## src/rtl/fbc_pkg.sv

```systemverilog
package fbc_pkg;
  localparam int FBC_XW = 10;
  localparam int FBC_YW = 9;
  localparam int FBC_PW = 16;
  localparam int FBC_CH = 128;

  typedef enum logic [1:0] {
    ST_IDLE = 2'd0,
    ST_RD   = 2'd1,
    ST_TURN = 2'd2,
    ST_WR   = 2'd3
  } fbc_state_t;
endpackage

```

## src/rtl/fbc_decode.sv

```systemverilog
module fbc_decode #(
  parameter int XW = fbc_pkg::FBC_XW,
  parameter int YW = fbc_pkg::FBC_YW,
  parameter int WW = 32
) (
  input  logic [WW-1:0] src_pos,
  input  logic [WW-1:0] dst_pos,
  input  logic [WW-1:0] size_word,
  input  logic          mask_set,
  output logic [XW-1:0] sx,
  output logic [YW-1:0] sy,
  output logic [XW-1:0] dx,
  output logic [YW-1:0] dy,
  output logic [XW:0]   w,
  output logic [YW:0]   h,
  output logic          noop
);
  localparam int YLSB = 16;

  // zero field stands for the full extent
  function automatic logic [XW:0] len_x(input logic [XW-1:0] f);
    len_x = (f == '0) ? {1'b1, {XW{1'b0}}} : {1'b0, f};
  endfunction

  function automatic logic [YW:0] len_y(input logic [YW-1:0] f);
    len_y = (f == '0) ? {1'b1, {YW{1'b0}}} : {1'b0, f};
  endfunction

  assign sx = src_pos[XW-1:0];
  assign sy = src_pos[YLSB +: YW];
  assign dx = dst_pos[XW-1:0];
  assign dy = dst_pos[YLSB +: YW];
  assign w  = len_x(size_word[XW-1:0]);
  assign h  = len_y(size_word[YLSB +: YW]);
  assign noop = (sx == dx) && (sy == dy) && !mask_set;

  logic unused_bits;
  assign unused_bits = ^{src_pos, dst_pos, size_word};
endmodule

```

## src/rtl/fbc_linebuf.sv

```systemverilog
module fbc_linebuf #(
  parameter int PW = fbc_pkg::FBC_PW,
  parameter int CH = fbc_pkg::FBC_CH,
  localparam int CW = $clog2(CH)
) (
  input  logic          clk,
  input  logic          wr_en,
  input  logic [CW-1:0] wr_idx,
  input  logic [PW-1:0] wr_data,
  input  logic [CW-1:0] rd_idx,
  output logic [PW-1:0] rd_data
);
  logic [PW-1:0] stage [CH];

  always_ff @(posedge clk) begin
    if (wr_en) stage[wr_idx] <= wr_data;
  end

  assign rd_data = stage[rd_idx];
endmodule

```

## src/rtl/fbc_seq.sv

```systemverilog
module fbc_seq
  import fbc_pkg::*;
#(
  parameter int XW = FBC_XW,
  parameter int YW = FBC_YW,
  parameter int CH = FBC_CH,
  localparam int CW = $clog2(CH),
  localparam int AW = XW + YW
) (
  input  logic          clk,
  input  logic          rst_n,
  input  logic          start,
  input  logic          noop,
  input  logic [XW-1:0] sx,
  input  logic [YW-1:0] sy,
  input  logic [XW-1:0] dx,
  input  logic [YW-1:0] dy,
  input  logic [XW:0]   w,
  input  logic [YW:0]   h,
  input  logic          mask_in,
  output logic          busy,
  output logic          done,
  output logic          mem_en,
  output logic          mem_we,
  output logic [AW-1:0] mem_addr,
  output logic          wr_mask,
  output logic          cap_we,
  output logic [CW-1:0] cap_idx,
  output logic [CW-1:0] rd_idx
);
  fbc_state_t    state_q;
  logic [XW-1:0] sx_q, dx_q, xoff_q;
  logic [YW-1:0] sy_q, dy_q, row_q;
  logic [XW:0]   w_q;
  logic [YW:0]   h_q;
  logic          msk_q, done_q, cap_v_q;
  logic [CW-1:0] idx_q, cap_idx_q;

  // chunk length and end-of-chunk/row/rect events
  logic [XW:0]   rem;
  logic [CW:0]   cl;
  logic          chunk_last, row_last_chunk, rect_last_row;
  logic [XW-1:0] rx, wx;
  logic [YW-1:0] ry, wy;

  assign rem            = w_q - {1'b0, xoff_q};
  assign cl             = (rem > (XW+1)'(CH)) ? (CW+1)'(CH) : rem[CW:0];
  assign chunk_last     = ({1'b0, idx_q} == cl - 1'b1);
  assign row_last_chunk = ({1'b0, xoff_q} + (XW+1)'(cl) == w_q);
  assign rect_last_row  = ({1'b0, row_q} == h_q - 1'b1);

  assign rx = sx_q + xoff_q + XW'(idx_q);
  assign wx = dx_q + xoff_q + XW'(idx_q);
  assign ry = sy_q + row_q;
  assign wy = dy_q + row_q;

  always_ff @(posedge clk or negedge rst_n) begin
    if (!rst_n) begin
      state_q <= ST_IDLE;
      sx_q <= '0; sy_q <= '0; dx_q <= '0; dy_q <= '0;
      w_q <= '0; h_q <= '0; msk_q <= 1'b0;
      xoff_q <= '0; row_q <= '0; idx_q <= '0;
      done_q <= 1'b0; cap_v_q <= 1'b0; cap_idx_q <= '0;
    end else begin
      done_q    <= 1'b0;
      cap_v_q   <= (state_q == ST_RD);
      cap_idx_q <= idx_q;
      case (state_q)
        ST_IDLE: begin
          if (start) begin
            if (noop) begin
              done_q <= 1'b1;
            end else begin
              sx_q <= sx; sy_q <= sy; dx_q <= dx; dy_q <= dy;
              w_q <= w; h_q <= h; msk_q <= mask_in;
              xoff_q <= '0; row_q <= '0; idx_q <= '0;
              state_q <= ST_RD;
            end
          end
        end
        ST_RD: begin
          if (chunk_last) begin
            idx_q   <= '0;
            state_q <= ST_TURN;
          end else begin
            idx_q <= idx_q + 1'b1;
          end
        end
        ST_TURN: state_q <= ST_WR;
        ST_WR: begin
          if (chunk_last) begin
            idx_q <= '0;
            if (!row_last_chunk) begin
              xoff_q  <= xoff_q + XW'(cl);
              state_q <= ST_RD;
            end else if (!rect_last_row) begin
              xoff_q  <= '0;
              row_q   <= row_q + 1'b1;
              state_q <= ST_RD;
            end else begin
              done_q  <= 1'b1;
              state_q <= ST_IDLE;
            end
          end else begin
            idx_q <= idx_q + 1'b1;
          end
        end
        default: state_q <= ST_IDLE;
      endcase
    end
  end

  assign busy     = (state_q != ST_IDLE);
  assign done     = done_q;
  assign mem_en   = (state_q == ST_RD) || (state_q == ST_WR);
  assign mem_we   = (state_q == ST_WR);
  assign mem_addr = mem_we ? {wy, wx} : {ry, rx};
  assign wr_mask  = msk_q;
  assign cap_we   = cap_v_q;
  assign cap_idx  = cap_idx_q;
  assign rd_idx   = idx_q;

  // the port never goes straight from a read to a write
  p_turn_gap_r4: assert property (@(posedge clk) disable iff (!rst_n)
    (mem_en && !mem_we) |=> !(mem_en && mem_we));

  // done is a single-cycle pulse
  p_done_pulse_r8: assert property (@(posedge clk) disable iff (!rst_n)
    done |=> !done);

  // busy only ends together with done
  p_busy_end_r8: assert property (@(posedge clk) disable iff (!rst_n)
    $fell(busy) |-> done);

  // a start while busy leaves the latched command untouched
  p_hold_cmd_r9: assert property (@(posedge clk) disable iff (!rst_n)
    (busy && start) |=> ($stable(w_q) && $stable(h_q) && $stable(sx_q) && $stable(dx_q)));
endmodule

```

## src/rtl/fb_rect_copy.sv

```systemverilog
module fb_rect_copy #(
  parameter int XW = fbc_pkg::FBC_XW,
  parameter int YW = fbc_pkg::FBC_YW,
  parameter int PW = fbc_pkg::FBC_PW,
  parameter int CH = fbc_pkg::FBC_CH,
  parameter int WW = 32,
  localparam int CW = $clog2(CH),
  localparam int AW = XW + YW
) (
  input  logic          clk,
  input  logic          rst_n,
  input  logic          start,
  input  logic [WW-1:0] src_pos,
  input  logic [WW-1:0] dst_pos,
  input  logic [WW-1:0] size_word,
  input  logic          mask_set,
  output logic          busy,
  output logic          done,
  output logic          mem_en,
  output logic          mem_we,
  output logic [AW-1:0] mem_addr,
  output logic [PW-1:0] mem_wdata,
  input  logic [PW-1:0] mem_rdata
);
  logic [XW-1:0] sx, dx;
  logic [YW-1:0] sy, dy;
  logic [XW:0]   w;
  logic [YW:0]   h;
  logic          noop, wr_mask, cap_we;
  logic [CW-1:0] cap_idx, rd_idx;
  logic [PW-1:0] stage_px;

  fbc_decode #(.XW(XW), .YW(YW), .WW(WW)) u_dec (
    .src_pos(src_pos), .dst_pos(dst_pos), .size_word(size_word),
    .mask_set(mask_set), .sx(sx), .sy(sy), .dx(dx), .dy(dy),
    .w(w), .h(h), .noop(noop)
  );

  fbc_seq #(.XW(XW), .YW(YW), .CH(CH)) u_seq (
    .clk(clk), .rst_n(rst_n), .start(start), .noop(noop),
    .sx(sx), .sy(sy), .dx(dx), .dy(dy), .w(w), .h(h), .mask_in(mask_set),
    .busy(busy), .done(done), .mem_en(mem_en), .mem_we(mem_we),
    .mem_addr(mem_addr), .wr_mask(wr_mask), .cap_we(cap_we),
    .cap_idx(cap_idx), .rd_idx(rd_idx)
  );

  fbc_linebuf #(.PW(PW), .CH(CH)) u_buf (
    .clk(clk), .wr_en(cap_we), .wr_idx(cap_idx), .wr_data(mem_rdata),
    .rd_idx(rd_idx), .rd_data(stage_px)
  );

  assign mem_wdata = {stage_px[PW-1] | wr_mask, stage_px[PW-2:0]};

  // forced mask shows on every written pixel
  p_mask_bit_r6: assert property (@(posedge clk) disable iff (!rst_n)
    (mem_en && mem_we && wr_mask) |-> mem_wdata[PW-1]);

  // a no-op command finishes next cycle without memory traffic
  p_noop_quiet_r7: assert property (@(posedge clk) disable iff (!rst_n)
    (start && !busy && noop) |=> (done && !busy && !mem_en));

  // no port activity while idle
  p_idle_quiet_r8: assert property (@(posedge clk) disable iff (!rst_n)
    !busy |-> !mem_en);
endmodule

```

## config.mk

```make
export PLATFORM = sky130hd
export DESIGN_NAME = fb_rect_copy
export DESIGN_NICKNAME = d
export VERILOG_FILES = /design/src/rtl/fbc_pkg.sv /design/src/rtl/fbc_decode.sv /design/src/rtl/fbc_linebuf.sv /design/src/rtl/fbc_seq.sv /design/src/rtl/fb_rect_copy.sv
export SDC_FILE = /design/constraint.sdc
export NUM_CORES = 2
export LEC_CHECK = 0
export BUFFER_PORTS_ARGS = -buffer_cell sky130_fd_sc_hd__buf_2
export CORE_MARGIN = 10
export CORE_UTILIZATION = 61
export DETAILED_ROUTE_END_ITERATION = 8
export HOLD_SLACK_MARGIN = 0.08
export PLACE_DENSITY_LB_ADDON = 0.2
export RECOVER_POWER = 25
export SLEW_MARGIN = 10
export SYNTH_ARGS = -nofsm -noshare
export SYNTH_HDL_FRONTEND = slang
export SYNTH_SLANG_ARGS = --single-unit
```

## constraint.sdc

```tcl
create_clock -name clk -period 8.95 [get_ports clk]
set_input_delay 0 -clock clk [delete_from_list [all_inputs] [get_ports clk]]
set_output_delay 0 -clock clk [all_outputs]
set_load 0.1 [all_outputs]
```

# Yosys cells after proc, flatten, opt, wreduce, memory -nomap -nowiden
# Memories as Yosys holds them, arrays and structs flattened.
# Cells that the tools add are included.
# op_classes
n_addsub	13
n_mul	0
n_div	0
magnitude_cmp	1
eq_ne	15
shifts	0
n_mux	35
bitwise	2
reduce_logical	16
# ops
operator	count
$mux 10	6
$mux 9	5
$mux 7	3
$add 10x10->10	2
$add 10x7->10	2
$pmux 10 s2	1
$mux 19	1
$add 9x9->9	2
$pmux 9 s2	1
$pmux 7 s2	1
$add 10x8->11	1
$eq 11x11->1	1
$gt 11x8->1 const B	1
$mux 11	1
$sub 11x10->11	1
$add 10x8->10	1
$eq 10x10->1	1
$eq 9x10->1	1
$logic_not 10->1	1
$mux 2	5
$ne 2x2->1 const B	5
$sub 10x1->10 const B	1
$add 9x1->9 const B	1
$eq 9x9->1	1
other kinds (24)	36
# word_totals
register_bits	97
latchBits	0
ramBits	2048
rom_bits	0
in_bits	116
out_inout_bits	39
wordCells	97
mem_count	1
# mem_list
memory	depth	word_bits	rd	rd_clocked_by_memory_dff	write_ports	line_no	source
u_buf.stage	128	16	1	0	1	fbc_linebuf.sv:13	logic [PW-1:0] stage [CH];

# Depth between registers and ports, before layout
# depth
depth_word	8
depth_mapped	27
mapped_depth_nobuf	26

# Modules after synthesis
# A second synthesis with hierarchy kept.
# hier_totals
cells_unflattened	3911
area_unflattened_um2	86162.6
# by_module_without_submodules
module	instances	cells_each	area_per_inst_um2	seq_area_each_um2
fbc_linebuf	1	3070	78202.5	61499.0
fbc_seq	1	750	7332.0	2427.3
fbc_decode	1	90	621.8	0.0
fb_rect_copy	1	1	6.3	0.0

# Worst setup path before layout
# Ideal clock, no wire load.
# synth_timing
path_type	register to register
startpoint	register u_seq.w_q[0]
endpoint	register u_seq.xoff_q[1]
setup_ps	125
t_arrival_ps	5667
t_required_ps	8825
slack_ps	3159
path_stages_with_launch	27
path_buffers	0
synth_period_minus_slack_ps	5791
path_cell_list	dfrtp_1 inv_1 ha_1 inv_1 fa_1 a21o_1 a221oi_2 o21ai_0 xnor2_1 o21bai_2 nand2_1 or2_2 inv_1 ha_1 inv_1 fa_1 xor2_1 xor2_1 nand4_1 a2111oi_0 o2111ai_1 nor3_1 nand3_1 or2_2 a31o_2 nand2_2 mux2_2
# synth_via
elab_chain_cells	8
word_cells_on_any_way	14
classes_between	4 x add/sub; 1 x order compare; 4 x eq/ne; 4 x mux; 1 x reduce/logical
# synth_lines
item	line_no	source
start, declared	fbc_seq.sv:34	logic [XW:0] w_q;
start signal, assigned	fbc_seq.sv:75	w_q <= w; h_q <= h; msk_q <= mask_in;
$sub 11x10->11	fbc_seq.sv:46	assign rem = w_q - {1'b0, xoff_q};
$gt 11x8->1	fbc_seq.sv:47	assign cl = (rem > (XW+1)'(CH)) ? (CW+1)'(CH) : rem[CW:0];
$mux 8	fbc_seq.sv:47	
$add 10x8->11	fbc_seq.sv:49	assign row_last_chunk = ({1'b0, xoff_q} + (XW+1)'(cl) == w_q);
$eq 11x11->1	fbc_seq.sv:49	
$mux 10	fbc_seq.sv:93	if (!row_last_chunk) begin
$mux 10	fbc_seq.sv:91	if (chunk_last) begin
$pmux 10 s2	fbc_seq.sv:68	case (state_q)
end signal, assigned	fbc_seq.sv:94	xoff_q <= xoff_q + XW'(cl);
end, declared	fbc_seq.sv:32	logic [XW-1:0] sx_q, dx_q, xoff_q;
# Several ways; a longest one is shown, not always the timed one. The select of a mux whose other input is x is not followed.
# A chain may end at the register's enable or synchronous reset.

# Worst setup path after layout
# layout_timing
startpoint	register u_seq.w_q[0]
endpoint	register u_seq.xoff_q[5]
# The elaborated chain is that of the path after synthesis.

==> qor.yml <==
slowest_delay_ns: 0.45
endpoint_kind: "flip-flop"
wl_per_cell_um: 32.5
clk_latency_ns: 0.83
utilization_pct: 69.7
postSynthCellCount: 3897
violations: "max-capacitance violations, max-slew violations"
p_per_area_nw_per_um2: 278
vias: 42600
max_freq_mhz: 146
dp_slack_ns: 2.22
setup_tns_ns: 0
cp.arrival_ns: 7.53
yosysUniqueCellTypes: 74
syn_nets: 4087
maxSlewViolCount: 1612
numPortBuffers: 115
first_global_vias: 43200
synth-seq-area-share_pct: 74.5
grt_pass1_wl_um: 304000
ir_drop_mv: 0.373
r2r_start: "u_seq.w_q[0]"
grt_max_degree: 139
path_class: "reg -> reg"
drt_pass1_iterations: 8
area_growth_pct: 13.5
synthTopCellsByArea: "edfxtp_1, mux4_2, dfrtp_1, mux2_2, ha_1"
leakagePower_nw: 30.8
die_w_um: 395
routed_wl_um: 207000
start_util_pct: 61.4
grt.total_usage_pct: 26.8
cts_tree: "yes"
row_count: 137
cts_num_sinks: 2145
dieArea_um2: 156000
num_io_pins: 155
r2r_cells: 26
syn_area_per_cell_um2: 22.0
slew_headroom_pct: -252
worstHoldStart: "size_word[4]"
h-tree-depth: 4
hold_class: "in -> reg"
antenna_found_initial: 17
drtIter0Drc: 5223
setup_violations: 0
synth_top_area_cell: "edfxtp_1"
ys.flop_type: "edfxtp_1"
period_share_pct: 76.5
layout.nets: 4525
drtAntennaViolNets: 0
viasPerCell: 6.68
max-cap-violations: 27
crit_fanout: 10
nFillCells: 8249
synth_fa_ha_area_share_pct: 1.24
cts_buffers: 204
ys_ff_latch: 2145
synth-simple-area-share_pct: 2.19
drive_above_1_share_pct: 29.9
holdPathStages: 5
cp_common_cell: "inv_1"
gr-total-overflow: 0
async_reset_ff_share_pct: 4.52
status: "finished, violations left"
synth_top_family_by_area: "multiplexers"
finClkSkew_ns: 0.0452
synthesis.area_um2: 85800
core_um2: 140000
synth-xor-area-share_pct: 0.892
finalCriticalPeriod_ns: 6.85
fin_ws_ns: 2.10
synthMuxAreaShare_pct: 18.7
clockRootBuffer: "clkbuf_16"
required_ns: 9.64
synth_warnings: 0
r2r_end: "u_seq.xoff_q[5]"
rsz0062_at_grt: "no"
critical-path-slowest-cell: "fa_1"
startpoint_type: "flip-flop"
fp.dieH_um: 395
post-route-drc-count: 0
synth_compound_area_share_pct: 1.40
gp_congestion: 0.837
finalHoldViolCount: 0
multi_input_area_um2: 21000
total_power_mw: 27.1
synth_top_area_share_pct: 71.6
tightest_slew_ns: 5.27
cts_buffer_depth: 3
regArea_um2: 63900
whs_endpoint: "u_seq.w_q[10]"
clkTransAtPathRegs_ns: 0.06
r2r_slack_ns: 2.10
post-dp-hpwl_um: 116000
synth-edff-count: 2048
-- power by group --
group	switching [mW]	total [mW]	internal, mW
registers	0.289	11.5	11.2
clock network	3.68	8.52	4.84
logic	4.27	7.03	2.75
-- area by class of cell --
| type | instances | area share [%] |
|---|---|---|
| tap | 1876 | 2.41 |
| sequential | 2145 | 65.6 |
| multi-input combinational | 1499 | 21.6 |
| clock inverter | 112 | 1.21 |
| inverter | 56 | 0.216 |
| antenna | 1 | 0.00257 |
| timing repair buffer | 429 | 3.36 |
| clock buffer | 261 | 5.58 |
-- cell usage in the layout, fill, tap and decap left out, types with 19 or more instances in the layout --
cell type      count
fa_1              19
dlygate4sd3_1    139
a21oi_1           48
edfxtp_1        2048
nand3_1           34
nor2_1           145
xor2_1            29
buf_2             98
clkinv_1          46
o21ai_0           34
dfrtp_1           92
clkbuf_16        205
mux2_2            74
bufinv_16         19
mux4_2           672
ha_1              55
clkinv_2          31
inv_1             55
buf_4            158
clkbuf_1          75
xnor2_1           54
nand2_1          101
-- metal layers --
metal | global-route usage [%] | wire [um] | up-vias
li1 | - | - | 17200
met1 | 39.0 | 80500 | 22600
met2 | 41.2 | 99200 | 2424
met3 | 5.64 | 20800 | 342
met4 | 8.65 | 6510 | 6
met5 | 0 | 40 | -
-- synthesized netlist by cell type, drive strengths merged (8+ instances only) --
cell type and count:
clkbuf 107, xnor2 54, dfrtp 97, o21ai 35, xor2 30, a21oi 48
fa 19, or3 15, mux4 672, edfxtp 2048, mux2 74, nand2 102
ha 55, o21bai 11, nand3 34, nor4 8, nand2b 9, nor2b 13
a21o 16, nand4 10, a31oi 11, nor2 162, inv 55, buf 90
nor3 27
-- cell families (layout without fill, tap and decap cells) --
| group | count (synthesis) | count (layout) |
|---|---|---|
| AOI/OAI and AO/OA | 176 | 176 |
| xor gates and xnor gates | 85 | 85 |
| adders and majority gates | 74 | 74 |
| buffers and inverters | 253 | 858 |
| DFF | 2145 | 2145 |
| muxes | 753 | 753 |
| other | 0 | 1 |
| and+or+nand+nor | 411 | 411 |
-- worst max path at each step --
stage	to	slack (ns)	start	cells after the start
6_report	u_seq.xoff_q[5]	2.10	u_seq.w_q[0]	26
5_1_grt	u_seq.xoff_q[7]	1.53	u_seq.w_q[0]	26
4_1_cts	u_seq.xoff_q[5]	2.15	u_seq.w_q[0]	26
3_5_place_dp	u_seq.xoff_q[5]	2.22	u_seq.xoff_q[1]	24
3_3_place_gp	u_seq.xoff_q[7]	2.32	u_seq.w_q[0]	26
2_1_floorplan	u_seq.xoff_q[1]	3.16	u_seq.w_q[0]	26
-- worst max-delay path: cells and delay by family, from the launching register on --
family	cells	cell delay, ns
compound gates	7	1.99
simple gates	7	1.79
fa+ha+maj	4	1.24
xor+xnor	3	0.63
flops	1	0.40
mux	1	0.37
buf+inv	4	0.25
-- registers in the layout, summed over array words and instances, names as in the netlist, 9 cells and up --
signal and cells:
u_seq.sx_q 10, u_seq.dx_q 10, u_seq.sy_q 9, u_seq.h_q 10, u_buf.stage 2048, u_seq.row_q 9, u_seq.xoff_q 10, u_seq.dy_q 9
u_seq.w_q 11
-- metrics by stage --
stage	instances	hold WS [ns]	area, um2
6_report	6379	0.211	97400
4_1_cts	6378	0.103	97600
3_5_place_dp	5865	0.106	89500
2_1_floorplan	3897	-0.296	85800
5_1_grt	6379	0.235	97400
3_3_place_gp	5865	0.0962	89500
-- timing repair --
| item | 4_1_cts | 5_1_grt |
|---|---|---|
| hold buffers | 140 | 0 |
| gates resized for setup | 0 | 0 |
| buffers inserted | 0 | 0 |
| endpoints found under the hold margin | 903 | 0 |
Note: power is estimated with default switching activity, not from simulation.
